===== src/rtl/lp_wake_debounce.sv =====
module lp_wake_debounce #(
  parameter int NPIN   = 2,
  parameter int CODE_W = 3,
  parameter int SYNC   = 2
) (
  input  logic              clk,
  input  logic              rst_n,
  input  logic [CODE_W-1:0] period_code,
  input  logic [NPIN-1:0]   pin_en,
  input  logic              clr_en,
  input  logic [NPIN-1:0]   wake_pin,
  input  logic              tick_in,
  output logic [NPIN-1:0]   wake_evt,
  output logic              bkp_clr
);
  localparam int CNT_W = CODE_W + 1;

  logic [SYNC-1:0]   tick_sh;
  logic              tick_d;
  logic [NPIN-1:0]   pin_sh [SYNC];
  logic [CODE_W-1:0] code_q;
  logic [NPIN-1:0]   qual;

  always_ff @(posedge clk or negedge rst_n) begin
    if (!rst_n) begin
      tick_sh <= '0;
      tick_d  <= 1'b0;
      code_q  <= '0;
      for (int k = 0; k < SYNC; k++) pin_sh[k] <= '0;
    end else begin
      tick_sh   <= {tick_sh[SYNC-2:0], tick_in};
      tick_d    <= tick_sh[SYNC-1];
      code_q    <= period_code;
      pin_sh[0] <= wake_pin;
      for (int k = 1; k < SYNC; k++) pin_sh[k] <= pin_sh[k-1];
    end
  end

  wire              tick_rise = tick_sh[SYNC-1] & ~tick_d;
  wire              off       = (period_code == '0);
  wire              code_chg  = (period_code != code_q);
  wire [CNT_W-1:0]  target    = CNT_W'(period_code) + 1'b1;

  for (genvar i = 0; i < NPIN; i++) begin : g_pin
    logic [CNT_W-1:0] cnt;
    logic             done;
    wire              live = pin_en[i] & pin_sh[SYNC-1][i] & ~off;
    wire              step = live & ~code_chg & tick_rise & ~done;

    assign qual[i] = step & ((cnt + 1'b1) == target);

    always_ff @(posedge clk or negedge rst_n) begin
      if (!rst_n) begin
        cnt  <= '0;
        done <= 1'b0;
      end else if (!live) begin
        cnt  <= '0;
        done <= 1'b0;
      end else if (code_chg) begin
        cnt  <= '0;
      end else if (step) begin
        cnt  <= cnt + 1'b1;
        done <= qual[i];
      end
    end
  end

  always_ff @(posedge clk or negedge rst_n) begin
    if (!rst_n) begin
      wake_evt <= '0;
      bkp_clr  <= 1'b0;
    end else begin
      wake_evt <= qual;
      bkp_clr  <= clr_en & |qual;
    end
  end


  evt_needs_code_chk: assert property (@(posedge clk) disable iff (!rst_n)
    (wake_evt != '0) |-> ($past(period_code) != '0));

  evt_needs_enable_chk: assert property (@(posedge clk) disable iff (!rst_n)
    ((wake_evt & ~$past(pin_en)) == '0));

  evt_single_cycle_chk: assert property (@(posedge clk) disable iff (!rst_n)
    ((wake_evt & $past(wake_evt)) == '0));

  clr_single_cycle_chk: assert property (@(posedge clk) disable iff (!rst_n)
    bkp_clr |=> !bkp_clr);

  clr_needs_enable_chk: assert property (@(posedge clk) disable iff (!rst_n)
    bkp_clr |-> ($past(clr_en) && (wake_evt != '0)));
endmodule


===== config.mk =====
export PLATFORM = sky130hd
export DESIGN_NAME = lp_wake_debounce
export DESIGN_NICKNAME = d
export VERILOG_FILES = /design/src/rtl/lp_wake_debounce.sv
export SDC_FILE = /design/constraint.sdc
export NUM_CORES = 1
export LEC_CHECK = 0
export ABC_AREA = 1
export CORE_MARGIN = 3
export CORE_UTILIZATION = 53
export CTS_BUF_LIST = sky130_fd_sc_hd__clkbuf_2
export DETAILED_ROUTE_END_ITERATION = 12
export GPL_ROUTABILITY_DRIVEN = 0
export GPL_TIMING_DRIVEN = 0
export PLACE_DENSITY = 0.72
export SLEW_MARGIN = 20
export SYNTH_ARGS = -nofsm -noshare
export SYNTH_HDL_FRONTEND = slang
export SYNTH_SLANG_ARGS = --single-unit
export TNS_END_PERCENT = 10

===== constraint.sdc =====
create_clock -name clk -period 1.9 [get_ports clk]
set_clock_uncertainty 0.1 [all_clocks]
set_input_delay 0.57 -clock clk [delete_from_list [all_inputs] [get_ports clk]]
set_output_delay 0.57 -clock clk [all_outputs]
set_load 0.02 [all_outputs]

==> impl_metrics.py, run 1 <==
metrics = {
    "timing": {
        "setup_ws_ns": 0.0696,
        "timing.final.crit_period_ns": 1.83,
        "rsz0062_at_grt": "no",
        "hold_viol": 0,
        "drv_slew": 0,
        "setup_viol_count_final": 0,
        "timing.final.crit_share": 0.963,
        "worstMarginPinSlew_ns": 0.982,
        "finalSetupTns_ns": 0,
        "maxSlewHeadroom": 0.343,
        "fmax_ghz": 0.546,
        "hold_slack_ns": 0.279,
    },
    "cts": {
        "clock_path_buffers": 2,
        "holdBufCountCts": 0,
        "clkLatencyLatePin_ns": 0.34,
        "cts_tree": "done",
        "cts_buffers": 3,
        "cts_max_level": 1,
        "clkTransAtPathRegs_ns": 0.20,
        "cts_num_sinks": 23,
        "root_buffer": "clkbuf_2",
    },
    "die": {
        "io_pins": 14,
        "initial_core_util": 0.583,
        "die_y_um": 53.6,
        "core_area_um2": 2060,
        "rows": 16,
        "die_area_um2": 2880,
        "die_w_um": 53.6,
    },
    "critical_path": {
        "worst-r2r-setup-slack_ns": 0.25,
        "r2r-start": "g_pin[1].cnt[0]$_DFFE_PN0P_",
        "worst_setup_path_end_kind": "register",
        "rr_endpoint": "bkp_clr$_DFF_PN0_",
        "cp.arrival_ns": 2.01,
        "critPathRequiredTime_ns": 2.08,
        "crit_fanout": 6,
        "criticalPathCategory": "primary input to register",
        "reg2reg_depth": 9,
        "setup.worst_path.start_class": "primary input",
    },
    "logic_synthesis": {
        "syn-instance-count": 155,
        "synth_top_area_frac": 0.479,
        "syn_avg_cell_area_um2": 7.76,
        "yosysTopAreaCell": "dfrtp_1",
        "syn_nets": 170,
        "synthesis.area_um2": 1200,
        "synth_cell_types": 15,
        "yosysWarnings": 0,
        "ys_ff_latch": 23,
        "synth_seq_area_share": 0.479,
        "synth.area.top_cells": "dfrtp_1 (48%), nand2_1 (18%), inv_1 (8.4%), nand3_1 (5.0%), ha_1 (4.2%)",
    },
    "finish": {
        "n_antenna_cell": 0,
        "fillers": 177,
        "area_delta_synth_final_pct": 14.5,
        "layout.nets": 188,
        "layout_common_cells": "nand2_1 (59), inv_1 (27), dfrtp_1 (23), nand3_1 (12), clkdlybuf4s50_1 (8)",
        "instances_no_fill": 199,
        "layout_commonest_cell": "nand2_1",
        "drive_above_1_share": 0.105,
    },
    "min_path": {
        "hold_path.class": "register to register",
        "hold_path_depth": 0,
        "hold_path.startpoint": "pin_sh[2]$_DFF_PN0_",
        "min_to": "pin_sh[0]$_DFF_PN0_",
    },
    "grt": {
        "globalRoute.totalOverflow": 0,
        "grt_pass1_vias": 944,
        "antenna_found_initial": 0,
        "gr-usage-all-layers": 0.180,
        "grt_max_degree": 24,
        "grt_pass1_wl_mm": 3.77,
    },
    "pwr": {
        "p_total_mw": 0.799,
        "power_density_nw_per_um2": 580,
        "max-vdd-ir-drop_uv": 371,
        "leakagePower_nw": 0.754,
    },
    "route": {
        "first_pass_iters": 4,
        "via_per_inst": 5.08,
        "post_drt_wl_per_cell_um": 11.1,
        "final_antenna_net_count": 0,
        "vias": 1010,
        "drtIter0Drc": 29,
        "drc_errors": 0,
        "drt-total-wl_mm": 2.21,
    },
    "status": {
        "run_status": "finished clean",
    },
    "place": {
        "io_buffer_count": 13,
        "placed_cells": 195,
        "dpl_worst_slack_ns": -0.651,
        "dp_hpwl_mm": 1.74,
    },
    "job": {
        "cap_violations": 0,
    },
}
==> timing repair <==
action                                 in CTS  in global routing
buffers inserted                            0                  0
endpoints found under the hold margin       0                  0
setup endpoints to repair                  16                 10
gates resized for setup                     5                  2
==> Yosys cell counts <==
cell type and instances:
o21ai_1 7, nand2_1 59, xnor2_1 1, inv_1 27, dfrtp_1 23, nand3_1 12
nand3b_2 1, nand3_2 2, nand4_1 3, nand2_2 5, ha_1 4, inv_2 1
nor2_4 3, nor2_1 6, a21oi_2 1
==> power breakdown <==
group | total [mW] | switching [mW] | internal (mW)
registers | 0.506 | 0.00464 | 0.501
logic | 0.0948 | 0.0566 | 0.0382
clock network | 0.198 | 0.150 | 0.0478
==> through the flow <==
stage	util	cell area, µm²
after global placement	0.663	1370
final	0.667	1380
after detailed placement	0.663	1370
after global routing	0.667	1380
after floorplan	-	1200
after CTS	0.669	1380
==> layer usage <==
metal	GRT usage	vias to the layer above	part of all wire
met4	0.0723	0	0.017
met1	0.219	460	0.43
met3	0.0388	5	0.070
met5	0	-	0
li1	-	507	-
met2	0.310	38	0.48
==> logic make-up after synthesis <==
group                      count (synthesis)  share of synthesized area
AOI/OAI and AO/OA                          8                     0.0364
xor gates and xnor gates                   1                    0.00729
adders and majority gates                  4                     0.0416
buffers and inverters                     28                     0.0874
DFF                                       23                      0.479
and+or+nand+nor                           91                      0.349
==> cell type report <==
cell class                      count  area [µm²]  share of cell area
Multi-Input combinational cell    104         522               0.379
Inverter                           28         105              0.0764
Tap cell                           27        33.8              0.0245
Sequential cell                    23         576               0.418
Clock inverter                      1        5.00             0.00364
Timing Repair Buffer               13         120              0.0873
Clock buffer                        3        15.0              0.0109
==> critical path: stages <==
cell             delay, ns
clkdlybuf4s50_1       0.58
inv_2                 0.09
nand2_2               0.07
nand2_2               0.07
nor2_4                0.13
nand3_2               0.11
nor2_4                0.15
nand2_2               0.10
a21oi_2               0.13
==> how the worst max path moves through the flow <==
stage / startpoint / endpoint / slack, ns / cells after the start
after floorplan: period_code[0] / bkp_clr$_DFF_PN0_ / 0.24 / 10
after detailed placement: period_code[0] / bkp_clr$_DFF_PN0_ / -0.65 / 11
after CTS: period_code[0] / bkp_clr$_DFF_PN0_ / 0.003 / 11
after global routing: period_code[2] / g_pin[1].cnt[2]$_DFFE_PN0P_ / 0.01 / 9
after global placement: period_code[0] / bkp_clr$_DFF_PN0_ / -0.60 / 11
final: period_code[2] / bkp_clr$_DFF_PN0_ / 0.07 / 9
==> registers in the layout, summed over array words and instances (netlist names) <==
register / count
pin_sh: 4
wake_evt: 2
tick_sh: 2
bkp_clr: 1
tick_d: 1
g_pin.cnt: 8
g_pin.done: 2
code_q: 3
No activity file was read; power rests on OpenSTA's default activity.
==> inputs of run 2 (changes only) <==
--- a/config.mk
+++ b/config.mk
@@ -6,6 +6,7 @@
 export NUM_CORES = 1
 export LEC_CHECK = 0
 export ABC_AREA = 1
+export CAP_MARGIN = 30
 export CORE_MARGIN = 3
 export CORE_UTILIZATION = 53
 export CTS_BUF_LIST = sky130_fd_sc_hd__clkbuf_2
==> run 2 against run 1 <==
Compared with the run above:
- largest power group unchanged
- wire length increased by 0.36%
- sequential power barely moved
- worst setup slack worse by 0.0088 ns
- flip-flop and latch count stayed put
- register-to-register slack about the same
- via count up 0.89%
- final cell count rose by 0.50%
- global-route usage did not move
- clock power hardly changed
- total power increased by 0.32%
- critical endpoint unchanged
- clock-buffer cell count is the same
==> impl_metrics.py, run 2 (synthesized netlist as in run 1, its figures left out) <==
metrics = {
    "status": {
        "run_status": "finished clean",
    },
    "route": {
        "first_pass_iters": 4,
        "drt-total-wl_mm": 2.22,
        "drtIter0Drc": 30,
        "final_antenna_net_count": 0,
        "vias": 1019,
        "via_per_inst": 5.10,
        "post_drt_wl_per_cell_um": 11.1,
        "drc_errors": 0,
    },
    "place": {
        "io_buffer_count": 13,
        "dpl_worst_slack_ns": -0.651,
        "dp_hpwl_mm": 1.74,
        "placed_cells": 195,
    },
    "die": {
        "die_y_um": 53.6,
        "die_area_um2": 2880,
        "rows": 16,
        "initial_core_util": 0.583,
        "core_area_um2": 2060,
        "die_w_um": 53.6,
        "io_pins": 14,
    },
    "grt": {
        "gr-usage-all-layers": 0.180,
        "antenna_found_initial": 0,
        "grt_max_degree": 24,
        "grt_pass1_vias": 944,
        "globalRoute.totalOverflow": 0,
        "grt_pass1_wl_mm": 3.77,
    },
    "pwr": {
        "p_total_mw": 0.801,
        "leakagePower_nw": 0.761,
        "max-vdd-ir-drop_uv": 368,
        "power_density_nw_per_um2": 576,
    },
    "timing": {
        "setup_ws_ns": 0.0608,
        "worstMarginPinSlew_ns": 0.515,
        "timing.final.crit_period_ns": 1.84,
        "setup_viol_count_final": 0,
        "drv_slew": 0,
        "fmax_ghz": 0.544,
        "timing.final.crit_share": 0.968,
        "rsz0062_at_grt": "no",
        "hold_viol": 0,
        "finalSetupTns_ns": 0,
        "maxSlewHeadroom": 0.655,
    },
    "cts": {
        "cts_tree": "done",
        "root_buffer": "clkbuf_2",
        "cts_num_sinks": 23,
        "clock_path_buffers": 2,
        "clkTransAtPathRegs_ns": 0.21,
        "postCtsSetupBuffers": 0,
        "holdBufCountCts": 0,
        "cts_max_level": 1,
        "clkLatencyLatePin_ns": 0.34,
        "cts_buffers": 3,
    },
    "critical_path": {
        "crit_chain": "clkdlybuf4s50_1, inv_2, nand2_2, nand2_2, nor2_4, nand3_2, nor2_4, nand2_2, a21oi_2",
        "setup.worst_path.start_class": "primary input",
        "reg2reg_depth": 9,
        "worst_setup_path_end_kind": "register",
        "rr_endpoint": "bkp_clr$_DFF_PN0_",
        "critPathRequiredTime_ns": 2.08,
        "crit_path_frequent_cell": "nand2_2",
        "cp.buffers_inverters": 2,
        "cp.arrival_ns": 2.02,
        "criticalPathCategory": "primary input to register",
        "cp_top_family": "buffers and inverters",
        "worst-r2r-setup-slack_ns": 0.24,
        "max_stage_delay_ns": 0.58,
        "crit_fanout": 6,
        "cp_slowest_cell": "clkdlybuf4s50_1",
        "r2r-start": "g_pin[1].cnt[0]$_DFFE_PN0P_",
    },
    "finish": {
        "n_antenna_cell": 0,
        "layout.nets": 189,
        "fillers": 176,
        "instances_no_fill": 200,
        "layout_common_cells": "nand2_1 (59), inv_1 (27), dfrtp_1 (23), nand3_1 (12), clkdlybuf4s50_1 (8)",
        "layout_commonest_cell": "nand2_1",
        "area_delta_synth_final_pct": 15.7,
        "largest_reg_flops": 8,
        "reg_top3": "g_pin.cnt x8, pin_sh x4, code_q x3",
        "drive_above_1_share": 0.110,
        "regMostFlops": "g_pin.cnt",
    },
    "min_path": {
        "hold_path.class": "register to register",
        "min_to": "pin_sh[0]$_DFF_PN0_",
        "hold_path_depth": 0,
        "hold_path.startpoint": "pin_sh[2]$_DFF_PN0_",
    },
    "job": {
        "cap_violations": 0,
    },
}
[run 2: cell types whose count changed in the layout (fill, tap and decap cells not counted), sizes merged]
cell | previous run | this run
buf | 0 | 1
[run 2: metal layers]
layer  share of wire  vias to the layer above  GRT usage
met2            0.48                       38      0.310
met1            0.43                      467      0.219
li1                -                      509          -
met5               0                        -          0
met4           0.017                        0     0.0723
met3           0.074                        5     0.0388
[run 2: cell type report]
cell class	instances	area, µm²	area share
Clock inverter	1	5.00	0.00360
Timing Repair Buffer	14	135	0.0971
Sequential cell	23	576	0.414
Tap cell	27	33.8	0.0243
Inverter	28	105	0.0755
Multi-Input combinational cell	104	522	0.375
Clock buffer	3	15.0	0.0108
[run 2: metrics by stage]
| stage | cell area [µm²] | utilization | hold WS, ns |
|---|---|---|---|
| 2_1_floorplan | 1200 | - | 0.174 |
| 6_report | 1390 | 0.675 | 0.279 |
| 3_3_place_gp | 1370 | 0.663 | 0.232 |
| 3_5_place_dp | 1370 | 0.663 | 0.237 |
| 5_1_grt | 1390 | 0.675 | 0.282 |
| 4_1_cts | 1380 | 0.669 | 0.283 |
[run 2: worst max-delay path by stage]
stage	slack (ns)	depth (start not counted)	startpoint	to
2_1_floorplan	0.24	10	period_code[0]	bkp_clr$_DFF_PN0_
3_3_place_gp	-0.60	11	period_code[0]	bkp_clr$_DFF_PN0_
3_5_place_dp	-0.65	11	period_code[0]	bkp_clr$_DFF_PN0_
4_1_cts	0.003	11	period_code[0]	bkp_clr$_DFF_PN0_
5_1_grt	0.01	9	period_code[2]	g_pin[1].cnt[2]$_DFFE_PN0P_
6_report	0.06	9	period_code[2]	bkp_clr$_DFF_PN0_
[run 2: power breakdown]
part	leakage [nW]	internal, mW	switching, mW
clock	0.0164	0.0477	0.149
combinational	0.447	0.0411	0.0573
sequential	0.298	0.501	0.00464
[run 2: timing repair]
item,CTS,global route
gates resized for setup,5,2
hold endpoints to repair,0,0
cloned,0,0
endpoints found under the setup margin,16,10
==> inputs of run 3 (changes only) <==
--- a/config.mk
+++ b/config.mk
@@ -7,13 +7,16 @@
 export LEC_CHECK = 0
 export ABC_AREA = 1
 export CAP_MARGIN = 30
+export CELL_PAD_IN_SITES_DETAIL_PLACEMENT = 1
+export CELL_PAD_IN_SITES_GLOBAL_PLACEMENT = 2
 export CORE_MARGIN = 3
-export CORE_UTILIZATION = 53
+export CORE_UTILIZATION = 33
 export CTS_BUF_LIST = sky130_fd_sc_hd__clkbuf_2
+export CTS_CLUSTER_DIAMETER = 100
 export DETAILED_ROUTE_END_ITERATION = 12
 export GPL_ROUTABILITY_DRIVEN = 0
 export GPL_TIMING_DRIVEN = 0
-export PLACE_DENSITY = 0.72
+export PLACE_DENSITY = 0.76
 export SLEW_MARGIN = 20
 export SYNTH_ARGS = -nofsm -noshare
 export SYNTH_HDL_FRONTEND = slang
==> run 3 against run 2 <==
Compared with the run above:
- sequential share of layout area decreased by 0.80 points
- maximum frequency decreased by 0.30%
- critical path depth unchanged
- sequential power about the same
- critical endpoint unchanged
- total power increased by 2.8%
- flip-flop and latch count unchanged
- final cell count increased by 9.5%
- highest routed layer unchanged
- via count increased by 0.39%
- utilization decreased by 26 points
- largest cell class unchanged
- clock-buffer cell count unchanged
- first-iteration DRC count increased by 3.3%
==> impl_metrics.py, run 3 (synthesized netlist as in run 1, its figures left out) <==
metrics = {
    "status": {
        "run_status": "finished clean",
    },
    "finish": {
        "reg_top3": "g_pin.cnt x8, pin_sh x4, code_q x3",
        "regMostFlops": "g_pin.cnt",
        "largest_reg_flops": 8,
        "layout.nets": 189,
        "n_antenna_cell": 0,
        "layout_commonest_cell": "nand2_1",
        "fin_area_um2": 1420,
        "fillers": 449,
        "layout_common_cells": "nand2_1 (59), inv_1 (27), dfrtp_1 (23), nand3_1 (12), clkdlybuf4s50_1 (8)",
        "drive_above_1_share": 0.110,
        "area_delta_synth_final_pct": 18.0,
    },
    "grt": {
        "grt_max_degree": 16,
        "globalRoute.totalOverflow": 0,
        "grt_pass1_wl_mm": 4.98,
        "antenna_found_initial": 0,
        "grt_pass1_vias": 1136,
        "gr-usage-all-layers": 0.150,
    },
    "route": {
        "first_pass_iters": 4,
        "via_per_inst": 4.67,
        "drt-total-wl_mm": 2.79,
        "final_antenna_net_count": 0,
        "drtIter0Drc": 31,
        "vias": 1023,
        "post_drt_wl_per_cell_um": 12.8,
        "drc_errors": 0,
    },
    "pwr": {
        "power_density_nw_per_um2": 581,
        "p_total_mw": 0.824,
        "p_seq_frac": 0.615,
        "max-vdd-ir-drop_uv": 329,
        "p_sw_mw": 0.232,
        "internal-power_mw": 0.592,
        "leakagePower_nw": 0.757,
        "p_comb_frac": 0.122,
        "p_sw_frac": 0.282,
        "p_clk_frac": 0.263,
    },
    "timing": {
        "finalSetupTns_ns": 0,
        "worstMarginPinSlew_ns": 0.494,
        "timing.final.crit_share": 0.971,
        "timing.final.crit_period_ns": 1.84,
        "hold_viol": 0,
        "hold_slack_ns": 0.291,
        "fmax_ghz": 0.542,
        "setup_ws_ns": 0.0553,
        "maxSlewHeadroom": 0.669,
        "setup_viol_count_final": 0,
        "rsz0062_at_grt": "no",
        "drv_slew": 0,
    },
    "die": {
        "core_area_um2": 3420,
        "io_pins": 14,
        "rows": 21,
        "die_area_um2": 4400,
        "die_y_um": 66.4,
        "die_w_um": 66.4,
        "initial_core_util": 0.352,
    },
    "critical_path": {
        "cp.arrival_ns": 2.07,
        "criticalPathCategory": "primary input to register",
        "setup.worst_path.start_class": "primary input",
        "worst_setup_path_end_kind": "register",
        "critPathRequiredTime_ns": 2.12,
        "crit_fanout": 6,
    },
    "place": {
        "dp_hpwl_mm": 2.32,
        "io_buffer_count": 13,
        "dpl_worst_slack_ns": -0.652,
        "placed_cell_area_um2": 1410,
    },
    "job": {
        "cap_violations": 0,
    },
    "cts": {
        "cts_tree": "done",
        "postCtsSetupBuffers": 0,
        "cts_max_level": 1,
        "cts_num_sinks": 23,
        "root_buffer": "clkbuf_2",
        "clkLatencyLatePin_ns": 0.36,
        "clkTransAtPathRegs_ns": 0.25,
        "clock_path_buffers": 2,
        "cts_buffers": 3,
    },
    "min_path": {
        "hold_path.class": "register to register",
    },
}
-- run 3: cell count changes in the layout (fill, tap and decap cells not counted) --
cell             delta
clkdlybuf4s15_1     +1
clkinv_2            -1
clkinvlp_4          +1
dlygate4sd2_1       -1
-- run 3: power groups by stage --
stage          Clock (mW)  Combinational (mW)  Sequential, mW
6_report            0.217               0.101           0.507
5_1_grt             0.248               0.115           0.508
4_1_cts             0.231               0.103           0.507
3_5_place_dp            0               0.105           0.515
3_3_place_gp            0              0.0995           0.515
2_1_floorplan           0              0.0523           0.514
-- run 3: repair_timing --
item                       CTS  global route
resized for setup            5             3
hold buffers                 0             0
gates cloned                 0             0
setup endpoints to repair   16            12
-- run 3: worst paths after layout --
kind / from / to / slack, ns / cells past startpoint
worst max register to register: g_pin[1].cnt[0]$_DFFE_PN0P_ / bkp_clr$_DFF_PN0_ / 0.25 / 9
worst min register to register: pin_sh[3]$_DFF_PN0_ / pin_sh[1]$_DFF_PN0_ / 0.29 / 0
worst max-delay path: period_code[2] / bkp_clr$_DFF_PN0_ / 0.06 / 9
worst min-delay path: pin_sh[3]$_DFF_PN0_ / pin_sh[1]$_DFF_PN0_ / 0.29 / 0
min in group asynchronous: rst_n / code_q[1]$_DFF_PN0_ / 0.39 / 1
max in group asynchronous: rst_n / pin_sh[3]$_DFF_PN0_ / 0.84 / 2
-- run 3: critical path: stages --
cell and delay [ns]:
clkdlybuf4s50_1 0.58, inv_2 0.09, nand2_2 0.07, nand2_2 0.07, nor2_4 0.15, nand3_2 0.12
nor2_4 0.16, nand2_2 0.11, a21oi_2 0.14
-- run 3: stage by stage --
step            util  std cells
2_1_floorplan      -        155
5_1_grt        0.415        219
4_1_cts        0.416        219
6_report       0.415        219
3_5_place_dp   0.411        215
3_3_place_gp   0.407        214
-- run 3: routing by layer --
layer | vias up | GRT usage | routed length, µm
met5 | - | 0 | 0
met4 | 0 | 0.0533 | 45
met3 | 5 | 0.0289 | 85
met2 | 12 | 0.268 | 1370
met1 | 497 | 0.177 | 1290
li1 | 509 | - | -
-- run 3: area by class of cell --
cell class | count | area, µm² | share of cell area
Clock buffer | 3 | 15.0 | 0.0106
Sequential cell | 23 | 576 | 0.406
Timing Repair Buffer | 14 | 136 | 0.0961
Tap cell | 46 | 57.6 | 0.0406
Inverter | 28 | 105 | 0.0741
Multi-Input combinational cell | 104 | 522 | 0.368
Clock inverter | 1 | 7.51 | 0.00529
